$ cat config.mk
export PLATFORM = sky130hd
export DESIGN_NAME = ea_addr_gen
export DESIGN_NICKNAME = d
export VERILOG_FILES = /design/src/rtl/ea_addr_pkg.sv /design/src/rtl/ea_step_ctl.sv /design/src/rtl/ea_addr_path.sv /design/src/rtl/ea_addr_gen.sv
export SDC_FILE = /design/constraint.sdc
export NUM_CORES = 1
export LEC_CHECK = 0
export ABC_AREA = 1
export BUFFER_PORTS_ARGS = -buffer_cell sky130_fd_sc_hd__buf_2
export CAP_MARGIN = 20
export CORE_ASPECT_RATIO = 2
export CORE_MARGIN = 3
export CORE_UTILIZATION = 61
export DETAILED_ROUTE_END_ITERATION = 10
export PLACE_DENSITY = 0.93
export SETUP_SLACK_MARGIN = 0.02
export SYNTH_ARGS = -nofsm -noshare
export SYNTH_HDL_FRONTEND = slang
export SYNTH_SLANG_ARGS = --single-unit
$ cat constraint.sdc
create_clock -name clk -period 3.26 [get_ports clk]
set_input_delay 0.489 -clock clk [delete_from_list [all_inputs] [get_ports clk]]
set_output_delay 0.489 -clock clk [all_outputs]
set_load 0.02 [all_outputs]
$ cat src/rtl/ea_addr_pkg.sv
package ea_addr_pkg;
  localparam int unsigned BYTE_W = 8;
  localparam int unsigned ADDR_W = 2 * BYTE_W;
  localparam int unsigned MODE_W = 4;

  typedef logic [BYTE_W-1:0] byte_t;
  typedef logic [ADDR_W-1:0] addr_t;

  typedef enum logic [MODE_W-1:0] {
    AM_IMPL   = 4'd0,
    AM_ACCU   = 4'd1,
    AM_IMMD   = 4'd2,
    AM_ZPG    = 4'd3,
    AM_ZPGX   = 4'd4,
    AM_ZPGY   = 4'd5,
    AM_ABSO   = 4'd6,
    AM_ABSX   = 4'd7,
    AM_ABSY   = 4'd8,
    AM_RELV   = 4'd9,
    AM_PREIX  = 4'd10,
    AM_POSTIY = 4'd11,
    AM_INDJ   = 4'd12
  } amode_e;

  typedef enum logic [2:0] {
    ST_IDLE, ST_OP0, ST_OP1, ST_PLO, ST_PHI, ST_LAST
  } step_e;

  // number of operand bytes read at PC
  function automatic logic [1:0] operand_len(logic [MODE_W-1:0] m);
    case (m)
      AM_ZPG, AM_ZPGX, AM_ZPGY, AM_RELV, AM_PREIX, AM_POSTIY: return 2'd1;
      AM_ABSO, AM_ABSX, AM_ABSY, AM_INDJ:                     return 2'd2;
      default:                                                return 2'd0;
    endcase
  endfunction

  function automatic logic via_pointer(logic [MODE_W-1:0] m);
    return (m == AM_PREIX) || (m == AM_POSTIY) || (m == AM_INDJ);
  endfunction

  // sum kept inside page zero
  function automatic addr_t zp_sum(byte_t a, byte_t i);
    byte_t s;
    s = a + i;
    return {byte_t'(0), s};
  endfunction

  // next byte inside the same page
  function automatic addr_t same_page_next(addr_t p);
    byte_t l;
    l = p[BYTE_W-1:0] + byte_t'(1);
    return {p[ADDR_W-1:BYTE_W], l};
  endfunction

  function automatic addr_t wide_add(addr_t b, byte_t i);
    return b + {byte_t'(0), i};
  endfunction

  function automatic addr_t branch_dest(addr_t p, byte_t off);
    return p + {{BYTE_W{off[BYTE_W-1]}}, off};
  endfunction

  function automatic logic page_moved(addr_t a, addr_t b);
    return a[ADDR_W-1:BYTE_W] != b[ADDR_W-1:BYTE_W];
  endfunction
endpackage

$ cat src/rtl/ea_step_ctl.sv
module ea_step_ctl
  import ea_addr_pkg::*;
(
  input  logic              clk,
  input  logic              rst_n,
  input  logic              start,
  input  logic [MODE_W-1:0] mode_in,
  output step_e             st,
  output step_e             prev_st,
  output logic [MODE_W-1:0] mode_q,
  output logic              accept,
  output logic              quick_fin,
  output logic              rd_issue
);
  logic [1:0] len_in;
  logic [1:0] len_q;
  step_e      st_n;

  assign len_in    = operand_len(mode_in);
  assign accept    = (st == ST_IDLE) && start;
  assign quick_fin = accept && (len_in == 2'd0);
  assign rd_issue  = (st == ST_OP0) || (st == ST_OP1) ||
                     (st == ST_PLO) || (st == ST_PHI);

  always_comb begin
    st_n = st;
    case (st)
      ST_IDLE: if (accept && (len_in != 2'd0)) st_n = ST_OP0;
      ST_OP0:  st_n = (len_q == 2'd2) ? ST_OP1 :
                      (via_pointer(mode_q) ? ST_PLO : ST_LAST);
      ST_OP1:  st_n = via_pointer(mode_q) ? ST_PLO : ST_LAST;
      ST_PLO:  st_n = ST_PHI;
      ST_PHI:  st_n = ST_LAST;
      ST_LAST: st_n = ST_IDLE;
      default: st_n = ST_IDLE;
    endcase
  end

  always_ff @(posedge clk or negedge rst_n) begin
    if (!rst_n) begin
      st      <= ST_IDLE;
      prev_st <= ST_IDLE;
      mode_q  <= '0;
      len_q   <= 2'd0;
    end else begin
      st      <= st_n;
      prev_st <= st;
      if (accept) begin
        mode_q <= mode_in;
        len_q  <= len_in;
      end
    end
  end

  // a running request keeps its mode whatever start does
  a_r11_mode_frozen: assert property (@(posedge clk) disable iff (!rst_n)
    (st != ST_IDLE) |=> $stable(mode_q));

  // the final capture step always follows a memory read step
  a_r10_last_after_read: assert property (@(posedge clk) disable iff (!rst_n)
    (st == ST_LAST) |-> ((prev_st == ST_OP0) || (prev_st == ST_OP1) || (prev_st == ST_PHI)));
endmodule

$ cat src/rtl/ea_addr_path.sv
module ea_addr_path
  import ea_addr_pkg::*;
(
  input  logic              clk,
  input  logic              rst_n,
  input  step_e             st,
  input  step_e             prev_st,
  input  logic [MODE_W-1:0] mode_q,
  input  logic [MODE_W-1:0] mode_in,
  input  logic              accept,
  input  logic              quick_fin,
  input  addr_t             pc_in,
  input  byte_t             x_in,
  input  byte_t             y_in,
  input  byte_t             mem_rdata,
  output addr_t             mem_addr,
  output addr_t             ea_q,
  output addr_t             pc_out,
  output logic              cross_q,
  output logic              done_q
);
  addr_t pc_q, ptr_q;
  byte_t x_q, y_q, lo_q, hi_q, plo_q;

  // freshest view of each captured byte
  byte_t lo_v, hi_v, plo_v;
  addr_t ptr_sel, base_abs, ind_word, fin_ea, quick_ea, quick_pc;
  logic  fin_cross, last_take, op_step;

  assign lo_v  = (prev_st == ST_OP0) ? mem_rdata : lo_q;
  assign hi_v  = (prev_st == ST_OP1) ? mem_rdata : hi_q;
  assign plo_v = (prev_st == ST_PLO) ? mem_rdata : plo_q;

  assign base_abs  = {hi_v, lo_v};
  assign ind_word  = {mem_rdata, plo_v};
  assign last_take = (st == ST_LAST);
  assign op_step   = (st == ST_OP0) || (st == ST_OP1);

  always_comb begin
    case (mode_q)
      AM_PREIX:  ptr_sel = zp_sum(lo_v, x_q);
      AM_POSTIY: ptr_sel = {byte_t'(0), lo_v};
      default:   ptr_sel = base_abs;
    endcase
  end

  always_comb begin
    case (st)
      ST_PLO:  mem_addr = ptr_sel;
      ST_PHI:  mem_addr = same_page_next(ptr_q);
      default: mem_addr = pc_q;
    endcase
  end

  always_comb begin
    fin_cross = 1'b0;
    case (mode_q)
      AM_ZPG:    fin_ea = {byte_t'(0), lo_v};
      AM_ZPGX:   fin_ea = zp_sum(lo_v, x_q);
      AM_ZPGY:   fin_ea = zp_sum(lo_v, y_q);
      AM_ABSO:   fin_ea = base_abs;
      AM_ABSX: begin
        fin_ea    = wide_add(base_abs, x_q);
        fin_cross = page_moved(base_abs, fin_ea);
      end
      AM_ABSY: begin
        fin_ea    = wide_add(base_abs, y_q);
        fin_cross = page_moved(base_abs, fin_ea);
      end
      AM_RELV: begin
        fin_ea    = branch_dest(pc_q, lo_v);
        fin_cross = page_moved(pc_q, fin_ea);
      end
      AM_PREIX:  fin_ea = ind_word;
      AM_POSTIY: begin
        fin_ea    = wide_add(ind_word, y_q);
        fin_cross = page_moved(ind_word, fin_ea);
      end
      AM_INDJ:   fin_ea = ind_word;
      default:   fin_ea = pc_q;
    endcase
  end

  assign quick_ea = (mode_in == AM_IMMD) ? pc_in : addr_t'(0);
  assign quick_pc = (mode_in == AM_IMMD) ? pc_in + addr_t'(1) : pc_in;

  always_ff @(posedge clk or negedge rst_n) begin
    if (!rst_n) begin
      pc_q    <= '0;
      ptr_q   <= '0;
      x_q     <= '0;
      y_q     <= '0;
      lo_q    <= '0;
      hi_q    <= '0;
      plo_q   <= '0;
      ea_q    <= '0;
      pc_out  <= '0;
      cross_q <= 1'b0;
      done_q  <= 1'b0;
    end else begin
      lo_q  <= lo_v;
      hi_q  <= hi_v;
      plo_q <= plo_v;
      if (accept) begin
        pc_q <= pc_in;
        x_q  <= x_in;
        y_q  <= y_in;
      end else if (op_step) begin
        pc_q <= pc_q + addr_t'(1);
      end
      if (st == ST_PLO) ptr_q <= ptr_sel;
      done_q <= quick_fin || last_take;
      if (quick_fin) begin
        ea_q    <= quick_ea;
        pc_out  <= quick_pc;
        cross_q <= 1'b0;
      end else if (last_take) begin
        ea_q    <= fin_ea;
        pc_out  <= pc_q;
        cross_q <= fin_cross;
      end
    end
  end

  // zero-page results never leave page zero
  a_r4_zp_page0: assert property (@(posedge clk) disable iff (!rst_n)
    (done_q && ((mode_q == AM_ZPG) || (mode_q == AM_ZPGX) || (mode_q == AM_ZPGY)))
      |-> (ea_q[ADDR_W-1:BYTE_W] == '0));

  // second pointer fetch of the indexed indirect modes stays in page zero
  a_r7_ptr_hi_page0: assert property (@(posedge clk) disable iff (!rst_n)
    ((st == ST_PHI) && (mode_q != AM_INDJ)) |-> (mem_addr[ADDR_W-1:BYTE_W] == '0));

  // absolute indirect high-byte fetch stays on the pointer's page
  a_r9_ind_same_page: assert property (@(posedge clk) disable iff (!rst_n)
    ((st == ST_PHI) && (mode_q == AM_INDJ))
      |-> (mem_addr[ADDR_W-1:BYTE_W] == $past(mem_addr[ADDR_W-1:BYTE_W])));

  // immediate result is one byte ahead of its address
  a_r2_imm_pc_step: assert property (@(posedge clk) disable iff (!rst_n)
    (done_q && (mode_q == AM_IMMD)) |-> (pc_out == addr_t'(ea_q + addr_t'(1))));

  // implied and accumulator forms give address zero
  a_r3_impl_zero: assert property (@(posedge clk) disable iff (!rst_n)
    (done_q && ((mode_q == AM_IMPL) || (mode_q == AM_ACCU))) |-> (ea_q == '0));
endmodule

$ cat src/rtl/ea_addr_gen.sv
module ea_addr_gen
  import ea_addr_pkg::*;
(
  input  logic                clk,
  input  logic                rst_n,
  input  logic                start,
  input  logic [MODE_W-1:0]   mode,
  input  logic [ADDR_W-1:0]   pc_in,
  input  logic [BYTE_W-1:0]   x_idx,
  input  logic [BYTE_W-1:0]   y_idx,
  input  logic [BYTE_W-1:0]   mem_rdata,
  output logic [ADDR_W-1:0]   mem_addr,
  output logic                mem_rd,
  output logic [ADDR_W-1:0]   ea,
  output logic [ADDR_W-1:0]   pc_next,
  output logic                page_cross,
  output logic                ea_valid,
  output logic                busy
);
  step_e             st, prev_st;
  logic [MODE_W-1:0] mode_q;
  logic              accept, quick_fin, rd_issue;

  ea_step_ctl u_ctl (
    .clk       (clk),
    .rst_n     (rst_n),
    .start     (start),
    .mode_in   (mode),
    .st        (st),
    .prev_st   (prev_st),
    .mode_q    (mode_q),
    .accept    (accept),
    .quick_fin (quick_fin),
    .rd_issue  (rd_issue)
  );

  ea_addr_path u_path (
    .clk       (clk),
    .rst_n     (rst_n),
    .st        (st),
    .prev_st   (prev_st),
    .mode_q    (mode_q),
    .mode_in   (mode),
    .accept    (accept),
    .quick_fin (quick_fin),
    .pc_in     (pc_in),
    .x_in      (x_idx),
    .y_in      (y_idx),
    .mem_rdata (mem_rdata),
    .mem_addr  (mem_addr),
    .ea_q      (ea),
    .pc_out    (pc_next),
    .cross_q   (page_cross),
    .done_q    (ea_valid)
  );

  assign mem_rd = rd_issue;
  assign busy   = (st != ST_IDLE);

  // reads happen only inside a multi-cycle request
  a_r10_read_when_busy: assert property (@(posedge clk) disable iff (!rst_n)
    mem_rd |-> busy);
endmodule

* Word level (Yosys, flattened, before mapping)
Memories as Yosys holds them, arrays and structs flattened.
Cells that the tools add are included.
** Word-level totals
- Register bits :: 118
- Bits in latches :: 0
- Bits in writable memories :: 0
- Memory bits (read-only) :: 32
- Input bits :: 47
- Output and inout bits :: 52
- Word-level logic and storage cells :: 87
- Memories kept :: 1
** Operators by class
- Add/subtract/negate cells :: 9
- $mul :: 0
- Div/mod/pow operators :: 0
- $lt $le $gt $ge :: 0
- Eq/ne operators :: 25
- Shift operators :: 0
- Muxes and demuxes :: 21
- Bitwise gates (word level) :: 0
- Reduce and logical (&&, ||, !) cells :: 16
** Memory list
- (name not given) :: depth 16, bits a word 2, rd ports 1, clocked after Yosys merged registers in 0, write ports 0, RTL line ea_addr_pkg.sv:31 : case (m)
** Operator list (number)
- 16-bit case mux with 9 select lines :: 1
- 16-bit 2-to-1 mux :: 8
- 16-bit case mux with 2 select lines :: 2
- 16-bit by 8-bit adder with 16-bit output :: 3
- 16-bit by 1-bit adder with 16-bit output, second input constant :: 2
- 8-bit inequality test :: 4
- 8-bit 2-to-1 mux :: 3
- 4-bit == test, second input constant :: 5
- 16-bit adder :: 1
- 8-bit adder :: 2
- 4-bit by 3-bit == test with 1-bit output, second input constant :: 4
- 3-bit case mux with 5 select lines :: 1
- 3-bit by 2-bit == test with 1-bit output, second input constant :: 4
- 3-bit 2-to-1 mux :: 3
- 8-bit by 1-bit adder with 8-bit output, second input constant :: 1
- 4-bit by 2-bit == test with 1-bit output, second input constant :: 2
- 3-bit by 1-bit == test with 1-bit output, second input constant :: 2
- 3-bit == test, second input constant :: 2
- 1-bit logical OR :: 6
- 2-bit nonzero test :: 3
- 1-bit case mux with 4 select lines :: 1
- 1-bit logical AND :: 3
- 3-bit zero test :: 1
- 3-bit nonzero test :: 1
- other kinds (5) :: 6

* Longest topological paths before layout
Gate-level depths: netlist (run 1).
- Word-level depth :: 7
- Mapped depth :: 24
- Gate-level depth less buffers :: 23

* Cells and area by module
A second synthesis (run 1) with hierarchy kept.
** Unflattened totals
- Cell total of the unflattened synthesis :: 1357
- Area, all modules :: 9320.2 um^2
** Modules (own cells, without submodules)
- ea_addr_path :: times used 1, cells an instance 1283, area each 8722.1 um^2, sequential area each 2652.5 um^2
- ea_step_ctl :: times used 1, cells an instance 71, area each 586.8 um^2, sequential area each 300.3 um^2
- ea_addr_gen :: times used 1, cells an instance 3, area each 11.3 um^2, sequential area each 0.0 um^2

* Worst setup path before layout (run 1)
Ideal clock, no wire load.
- Kind :: register to output
- Start :: register u_ctl.prev_st[2]
- End :: output port mem_addr[6]
- Data arrival time :: 2562 ps
- Required time :: 2771 ps
- Path slack :: 209 ps
- Stages on the path, launching flop included :: 15
- Path buffers :: 1
- Cells stage by stage :: dfrtp_1 -> inv_1 -> nand3_1 -> buf_2 -> o21ai_0 -> ha_1 -> inv_1 -> o21ai_0 -> a21oi_1 -> nor2_1 -> inv_1 -> nand2_1 -> nand2_1 -> o211ai_1 -> o211ai_1
** On the way
- Longest elaborated chain between the ends :: 5
** RTL lines
- start: declaration :: RTL line ea_step_ctl.sv:9 : output step_e prev_st,
- start signal: assignment :: RTL line ea_step_ctl.sv:47 : prev_st <= st;
- 3-bit by 1-bit == test with 1-bit output :: RTL line ea_addr_path.sv:30 : assign lo_v = (prev_st == ST_OP0) ? mem_rdata : lo_q;
- 8-bit 2-to-1 mux :: RTL line ea_addr_path.sv:30
- net u_path.lo_v[5] :: RTL line ea_addr_path.sv:26 : byte_t lo_v, hi_v, plo_v;
- 8-bit adder :: RTL line ea_addr_pkg.sv:45 : s = a + i;
- 16-bit case mux with 2 select lines :: RTL line ea_addr_path.sv:40 : case (mode_q)
- 16-bit case mux with 2 select lines :: RTL line ea_addr_path.sv:48 : case (st)
- end: declaration :: RTL line ea_addr_gen.sv:12 : output logic [ADDR_W-1:0] mem_addr,
The timed path passes the listed nets, and every way through them passes these cells.

* Final worst setup path (run 1)
Same ends and word-level chain as after synthesis.

==> out/metrics.cfg, run 1 <==
[routing]
wl_per_cell_um = 21.64
vias = 11549
postRouteAntennaNets = 0
drt-initial-drc-count = 1278
wl_mm = 38.44
route.detailed.drc = 0
detail_route.vias_per_cell = 6.503
firstDrtPassIters = 6

[synth]
synth_compound_area_share_pct = 17.69
synthFlopType = dfrtp_1
ys_async_sr_fraction_pct = 100.0
yosysWarnings = 0
synthAdderAreaFrac_pct = 7.599
synth_area_leaders = dfrtp_1 (31%), nand2_1 (16%), inv_1 (7.1%), ha_1 (6.8%), nand3_1 (6.7%)
synth.distinct_cells = 52
seq_area_frac_synth_pct = 31.24
synth-simple-area-share_pct = 30.96
synth-edff-count = 0
muxShareOfSynthArea_pct = 0
syn_area_um2 = 9452
synth_top_family_by_area = simple AND/OR/NAND/NOR gates
synthCells = 1396
synthXorXnorAreaFrac_pct = 3.349
yosys_register_bits = 118
synth_top_area_share_pct = 31.24
avgSynthCellArea_um2 = 6.770
yosys.cell_count.top_type = nand2_1
yosys.area.top_type = dfrtp_1
netlist_top_cells_count = nand2_1 (402), inv_1 (178), nand3_1 (127)
synth_nets = 1498

[final_layout]
stdcell_count = 1776
n_antenna_cell = 0
final_nets = 1671
area_growth_pct = 24.69
layout-drive-gt1-share_pct = 21.88
fillers = 1032

[clock_tree]
ctsLongestPathBuffers = 2
clock_sinks = 118
clockRootBuffer = clkbuf_16
cts_tree = yes
numCtsBuffers = 17
clock_latency_ps = 440
htree_levels = 4
postCtsHoldBufs = 0
cts.clk_slew.worst_paths_ps = 60

[worst_setup_path]
start_kind = flip-flop
end_kind = output port
crit_arrival_ps = 3060
cp_data_required_time_ps = 2770
path_max_fanout = 7
critPathKind = reg2out

[floorplan]
rows = 63
dieWidth_um = 94.02
core_area_um2 = 14980
dieArea_um2 = 17110
pin_count = 99
die_h_um = 182.0
initial_core_util_pct = 63.11

[timing]
hold_slack_ps = 88.32
fmax_mhz = 281.9
period_minus_slack_ps = 3547
timing_max_transition_violations_final = 0
max_slew_margin_pct = 51.55
hold_viol = 0
setup_slack_ps = -287.4
final.setup.tns_ps = -1250
fin_crit_sh_pct = 108.8
setup_viol = 10
worst_slew_pin_slew_ps = 726.7
rsz0062_at_grt = yes
fin_skew_ps = 10.91

[place]
numPortBuffers = 98
dp.cells = 1703
dp_hpwl_mm = 26.26
gp_congestion = 1.051
dp_slack_ps = 29.86

[status]
status = complete, but fails checks
violations = setup timing

[global_route]
grt_max_degree = 68
grtUsageTotal_pct = 44.32
grt_overflow = 0
grt_pass1_wl_mm = 58.01
grt_pass1_vias = 11201
antenna_found_initial = 0

[job]
drv_cap = 0

[hold_path]
hp-class = in2async

## timing repair
action / 4_1_cts / 5_1_grt
setup endpoints to repair: 9 / 26
gates resized for setup: 30 / 83
buffers inserted: 29 / 15
gates cloned: 1 / 0
pin swaps: 11 / 24
## through the flow
stage	cell area, um^2	utilization [%]
floorplan	9452	-
global placement	10410	69.50
detailed placement	10410	69.50
CTS	11380	76.02
global route	11790	78.69
finish	11790	78.69
## routing by layer
| metal | vias up | routed length [um] | track usage, % |
|---|---|---|---|
| met5 | - | 0 | 0 |
| met4 | 0 | 4303 | 38.72 |
| met3 | 363 | 3812 | 9.494 |
| met2 | 968 | 18290 | 73.57 |
| met1 | 5256 | 12030 | 45.76 |
| li1 | 4962 | - | - |
## cell families after synthesis
family | after synthesis
adder cells (fa/ha/maj) | 55
AO/OA/AOI/OAI | 278
flip-flops | 118
XOR/XNOR | 33
AND/OR/NAND/NOR | 688
buffers and inverters | 224
## layout make-up
cell class / instances / area [um^2] / share of cell area, %
Clock buffer: 25 / 525.5 / 4.459
Clock inverter: 6 / 88.84 / 0.7538
Inverter: 192 / 720.7 / 6.115
Sequential cell: 118 / 2953 / 25.06
Multi-Input combinational cell: 1054 / 6048 / 51.32
Tap cell: 195 / 244.0 / 2.070
Timing Repair Buffer: 186 / 1205 / 10.22
## path summary, 6_finish.rpt
path,from,endpoint,slack (ps),cells past startpoint
setup / recovery,u_ctl.prev_st[2],mem_addr[6],-290,17
hold / removal,rst_n,u_path.done_q,90,1
setup reg to reg,u_ctl.prev_st[2],u_path.ea_q[8],-130,22
hold reg to reg,u_path.pc_out[10],u_path.pc_out[10],480,2
max in group asynchronous,rst_n,u_path.pc_out[10],2340,2
min in group clk,x_idx[0],u_path.x_q[0],250,3
## sequential cells by signal, indices dropped and copies added (netlist names)
name,flops
u_ctl.len_q,2
u_ctl.mode_q,4
u_ctl.prev_st,3
u_ctl.st,3
u_path.cross_q,1
u_path.done_q,1
u_path.ea_q,16
u_path.hi_q,8
u_path.lo_q,8
u_path.pc_out,16
u_path.pc_q,16
u_path.plo_q,8
u_path.ptr_q,16
u_path.x_q,8
u_path.y_q,8
## placed cells by master, fill, tap and decap left out, drive strengths merged, types with 5 or more instances in the layout
master / n
a21oi: 91
a31oi: 11
buf: 186
clkbuf: 25
dfrtp: 118
ha: 51
inv: 190
nand2: 412
nand3: 127
nand4: 17
nor2: 101
nor3: 15
o211ai: 22
o21ai: 111
o221ai: 16
or2: 7
xnor2: 5
xor2: 26
## critical path, stage by stage (launching register included)
cell	delay [ps]
dfrtp_1	410
inv_2	100
nand3_4	120
nand2_2	100
o21a_1	170
inv_2	70
ha_4	180
fa_2	380
nand3_4	100
nand3_4	100
a21oi_4	160
nor2_1	80
inv_1	90
nand2_1	50
nand2_1	90
o211ai_1	130
o211ai_1	130
buf_4	170
Power of run 1 is left out: the tool's default activity adds up to more than one toggle a clock period on the data nets, which glitch-free logic cannot reach.
==> inputs of run 2 (changes only) <==
- CORE_UTILIZATION: 61 -> 50
- HOLD_SLACK_MARGIN: not set -> 0.02
- PLACE_DENSITY: 0.93 -> 0.8
- SKIP_LAST_GASP: not set -> 1
==> out/metrics.cfg, run 2 (same netlist as run 1, synthesis figures left out) <==
[floorplan]
core_area_um2 = 18390
initial_core_util_pct = 51.39
die_h_um = 200.4
dieArea_um2 = 20690
pin_count = 99
rows = 70
dieWidth_um = 103.2

[worst_setup_path]
cp_data_required_time_ps = 2770
worst-path-buf-inv = 7
cpMaxStageDelayCell = dfrtp_1
worstPathCellList = inv_2, nand3_4, buf_6, buf_12, buf_4, buf_6, nand2_2, o21ai_2, ha_1, nand2_1, inv_2, a21oi_2, nand2_2, xor2_2, o21bai_1, o211ai_1, buf_4
critical_path.max_stage_delay_ps = 380
critPathKind = reg2out
crit_arrival_ps = 3070
ff2ff_setup_slack_ps = -160
cpLargestDelayFamily = buffers and inverters
reg2reg_depth = 25
path_max_fanout = 5
crit_cells = 17
end_kind = output port
start_kind = flip-flop

[place]
dp_hpwl_mm = 26.31
dp.cells = 1736
dp_slack_ps = -166.4
gp_congestion = 1.013
numPortBuffers = 98

[clock_tree]
clockRootBuffer = clkbuf_16
htree_levels = 4
ctsLongestPathBuffers = 2
cts_tree = yes
clock_latency_ps = 440
clock_sinks = 118
cts.clk_slew.worst_paths_ps = 60
numCtsBuffers = 17

[global_route]
grt_pass1_vias = 10893
met3_usage_pct = 6.122
grt_overflow = 0
met1_usage_pct = 37.16
busiest_layer = met2
grt_util_met2_pct = 57.31
antenna_found_initial = 0
grtUsageTotal_pct = 34.98
grt_max_degree = 60
grt_pass1_wl_mm = 55.52

[routing]
route.detailed.drc = 0
vias = 10884
detail_route.vias_per_cell = 6.023
wl_mm = 36.67
firstDrtPassIters = 6
drt-initial-drc-count = 1032
postRouteAntennaNets = 0
wl_per_cell_um = 20.29

[final_layout]
area_growth_pct = 26.45
stdcell_count = 1807
final_cell_mix = nand2_1 (387), inv_1 (171), dfrtp_1 (118), nand3_1 (115), buf_4 (94)
final_common_cell = nand2_1
final_util_pct = 64.98
n_antenna_cell = 0
final_nets = 1680
layout-drive-gt1-share_pct = 22.12

[timing]
fin_crit_sh_pct = 109.1
fin_skew_ps = 8.837
rsz0062_at_grt = yes
max_slew_margin_pct = 41.02
period_minus_slack_ps = 3556
fmax_mhz = 281.2
worst_slew_pin_slew_ps = 880.0
setup_viol = 8
setup_slack_ps = -295.8
timing_max_transition_violations_final = 0
hold_viol = 0

[hold_path]
whs_path_depth = 3
hp-class = in2reg

[status]
status = complete, but fails checks
violations = setup timing

[job]
drv_cap = 0

## run 2: cell types whose count changed in the layout (fill, tap and decap cells not counted), sizes merged
| cell | delta |
|---|---|
| clkbuf | -5 |
| clkinvlp | +1 |
| clkinv | +3 |
| dlygate4sd3 | +1 |
| bufinv | +2 |
| buf | +8 |
## run 2: tightest hold or removal path, cell delays in order
cell and delay, ps:
buf_2 80, nand2_1 40, nand2_1 40
## run 2: worst paths after layout
kind                                          to        startpoint
worst max-delay path                 mem_addr[7]  u_ctl.prev_st[2]
min in group asynchronous         u_path.hi_q[6]             rst_n
worst min-delay path               u_path.x_q[5]          x_idx[5]
worst max register to register    u_path.ea_q[6]  u_ctl.prev_st[2]
worst min register to register  u_path.pc_out[9]  u_path.pc_out[9]
max in group asynchronous        u_path.ptr_q[2]             rst_n
## run 2: area by class of cell
class / count / area, um^2
clock inverter: 12 / 175.2
tap: 216 / 270.3
fill: 1559 / 6441
inverter: 192 / 725.7
multi-input combinational: 1054 / 6081
clock buffer: 20 / 456.7
sequential: 118 / 2953
timing repair buffer: 195 / 1290
## run 2: timing repair
item / in CTS / in global routing
endpoints found under the setup margin: 9 / 18
setup buffers: 21 / 18
pin swaps: 13 / 36
hold buffers: 1 / 0
hold endpoints to repair: 19 / 0
gates resized for setup: 35 / 85
## run 2: layer usage
| layer | routed length, um | vias to the layer above |
|---|---|---|
| li1 | - | 4979 |
| met1 | 12070 | 4999 |
| met2 | 18220 | 675 |
| met3 | 2810 | 231 |
| met4 | 3566 | 0 |
| met5 | 0 | - |
## run 2: through the flow
stage	setup TNS (ps)	cell area [um^2]	hold slack, ps
5_1_grt	-2299	11950	263.2
4_1_cts	-198.2	11460	238.5
6_report	-1135	11950	244.7
3_5_place_dp	-166.4	10530	413.4
2_1_floorplan	0	9452	193.4
3_3_place_gp	-119.5	10530	413.2
Power of run 2 is left out for the same reason.
==> inputs of run 3 (changes only) <==
- PLACE_DENSITY: 0.8 -> 0.79
==> out/metrics.cfg, run 3 (same netlist as run 1, synthesis figures left out) <==
[place]
numPortBuffers = 98
dp_hpwl_mm = 27.17
dp.cells = 1728
dp_slack_ps = 23.54
gp_congestion = 0.9710

[floorplan]
rows = 70
dieArea_um2 = 20690
pin_count = 99
core_area_um2 = 18390
die_h_um = 200.4
dieWidth_um = 103.2
initial_core_util_pct = 51.39

[routing]
wl_per_cell_um = 19.99
vias = 10517
drt-initial-drc-count = 735
firstDrtPassIters = 5
detail_route.vias_per_cell = 5.932
wl_mm = 35.44
route.detailed.drc = 0
postRouteAntennaNets = 0

[worst_setup_path]
critPathKind = reg2out
crit_arrival_ps = 2810
end_kind = output port
path_max_fanout = 5
start_kind = flip-flop
cp_data_required_time_ps = 2770

[status]
status = complete, but fails checks
violations = setup timing

[final_layout]
n_antenna_cell = 0
final_nets = 1646
regArea_um2 = 2953
stdcell_count = 1773
final_common_cell = nand2_1
multiInputGateArea_um2 = 5859
area_growth_pct = 21.35
layout-drive-gt1-share_pct = 18.43
final_cell_mix = nand2_1 (395), inv_1 (173), dfrtp_1 (118), nand3_1 (117), buf_2 (93)
fillers = 1707

[global_route]
grt_pass1_wl_mm = 54.45
antenna_found_initial = 0
grt_max_degree = 66
grtUsageTotal_pct = 34.40
grt_pass1_vias = 10325
grt_overflow = 0

[timing]
period_minus_slack_ps = 3301
hold_viol = 0
setup_viol = 3
fmax_mhz = 303.0
fin_skew_ps = 9.068
max_slew_margin_pct = 44.19
fin_crit_sh_pct = 101.2
setup_slack_ps = -40.73
rsz0062_at_grt = yes
worst_slew_pin_slew_ps = 834.1
timing_max_transition_violations_final = 0
hold_slack_ps = 134.9

[hold_path]
hp-class = in2async

[clock_tree]
htree_levels = 4
clock_sinks = 118
clock_latency_ps = 430
postCtsHoldBufs = 0
cts_tree = yes
numCtsBuffers = 17
clockRootBuffer = clkbuf_16
cts.clk_slew.worst_paths_ps = 60
ctsLongestPathBuffers = 2

[job]
drv_cap = 0

-- run 3: layer usage --
metal / global-route usage, % / share of wire, % / up-vias
met4: 24.97 / 8.9 / 0
met3: 4.417 / 5.6 / 163
li1: - / - / 4928
met2: 58.96 / 51 / 517
met5: 0 / 0 / -
met1: 37.33 / 35 / 4909
-- run 3: path summary, 6_finish.rpt --
| kind | start | slack, ps | to | cells past startpoint |
|---|---|---|---|---|
| max in group asynchronous | rst_n | 2270 | u_path.ptr_q[6] | 2 |
| hold / removal | rst_n | 130 | u_path.hi_q[3] | 1 |
| min in group clk | x_idx[2] | 250 | u_path.x_q[2] | 3 |
| hold reg to reg | u_path.pc_out[12] | 480 | u_path.pc_out[12] | 2 |
| setup reg to reg | u_ctl.prev_st[2] | 150 | u_path.ea_q[4] | 18 |
| setup / recovery | u_ctl.prev_st[2] | -40 | mem_addr[5] | 16 |
-- run 3: cell type report --
type | instances | area share (%)
inverters | 192 | 6.327
repair buffers | 161 | 9.120
flip-flops and latches | 118 | 25.74
clock buffers | 17 | 3.709
well taps | 216 | 2.356
clock inverters | 15 | 1.658
multi-input cells | 1054 | 51.09
-- run 3: critical path, stage by stage (launching register included) --
cell      delay (ps)
dfrtp_1          390
inv_2             80
nand3_4          110
buf_6            150
nand2_1           50
o21a_1           190
inv_2            110
ha_4             310
nand3_2          100
nand2_4          100
a21oi_2           60
or2_4            220
nand2_1           50
nand2_1           40
o211ai_1         110
o211ai_1         140
buf_4            180
-- run 3: through the flow --
step	cell area, um^2	util, %	setup TNS (ps)
after global placement	10520	57.17	0
final	11470	62.36	-98.28
after global routing	11470	62.36	-492.5
after CTS	11290	61.36	-63.52
after floorplan	9452	-	0
after detailed placement	10520	57.17	0
-- run 3: timing repair --
action                     CTS  global route
setup endpoints to repair    8            16
pin swaps                    6            14
buffers inserted             9             4
gates resized for setup     23            40
Power of run 3 is left out for the same reason.
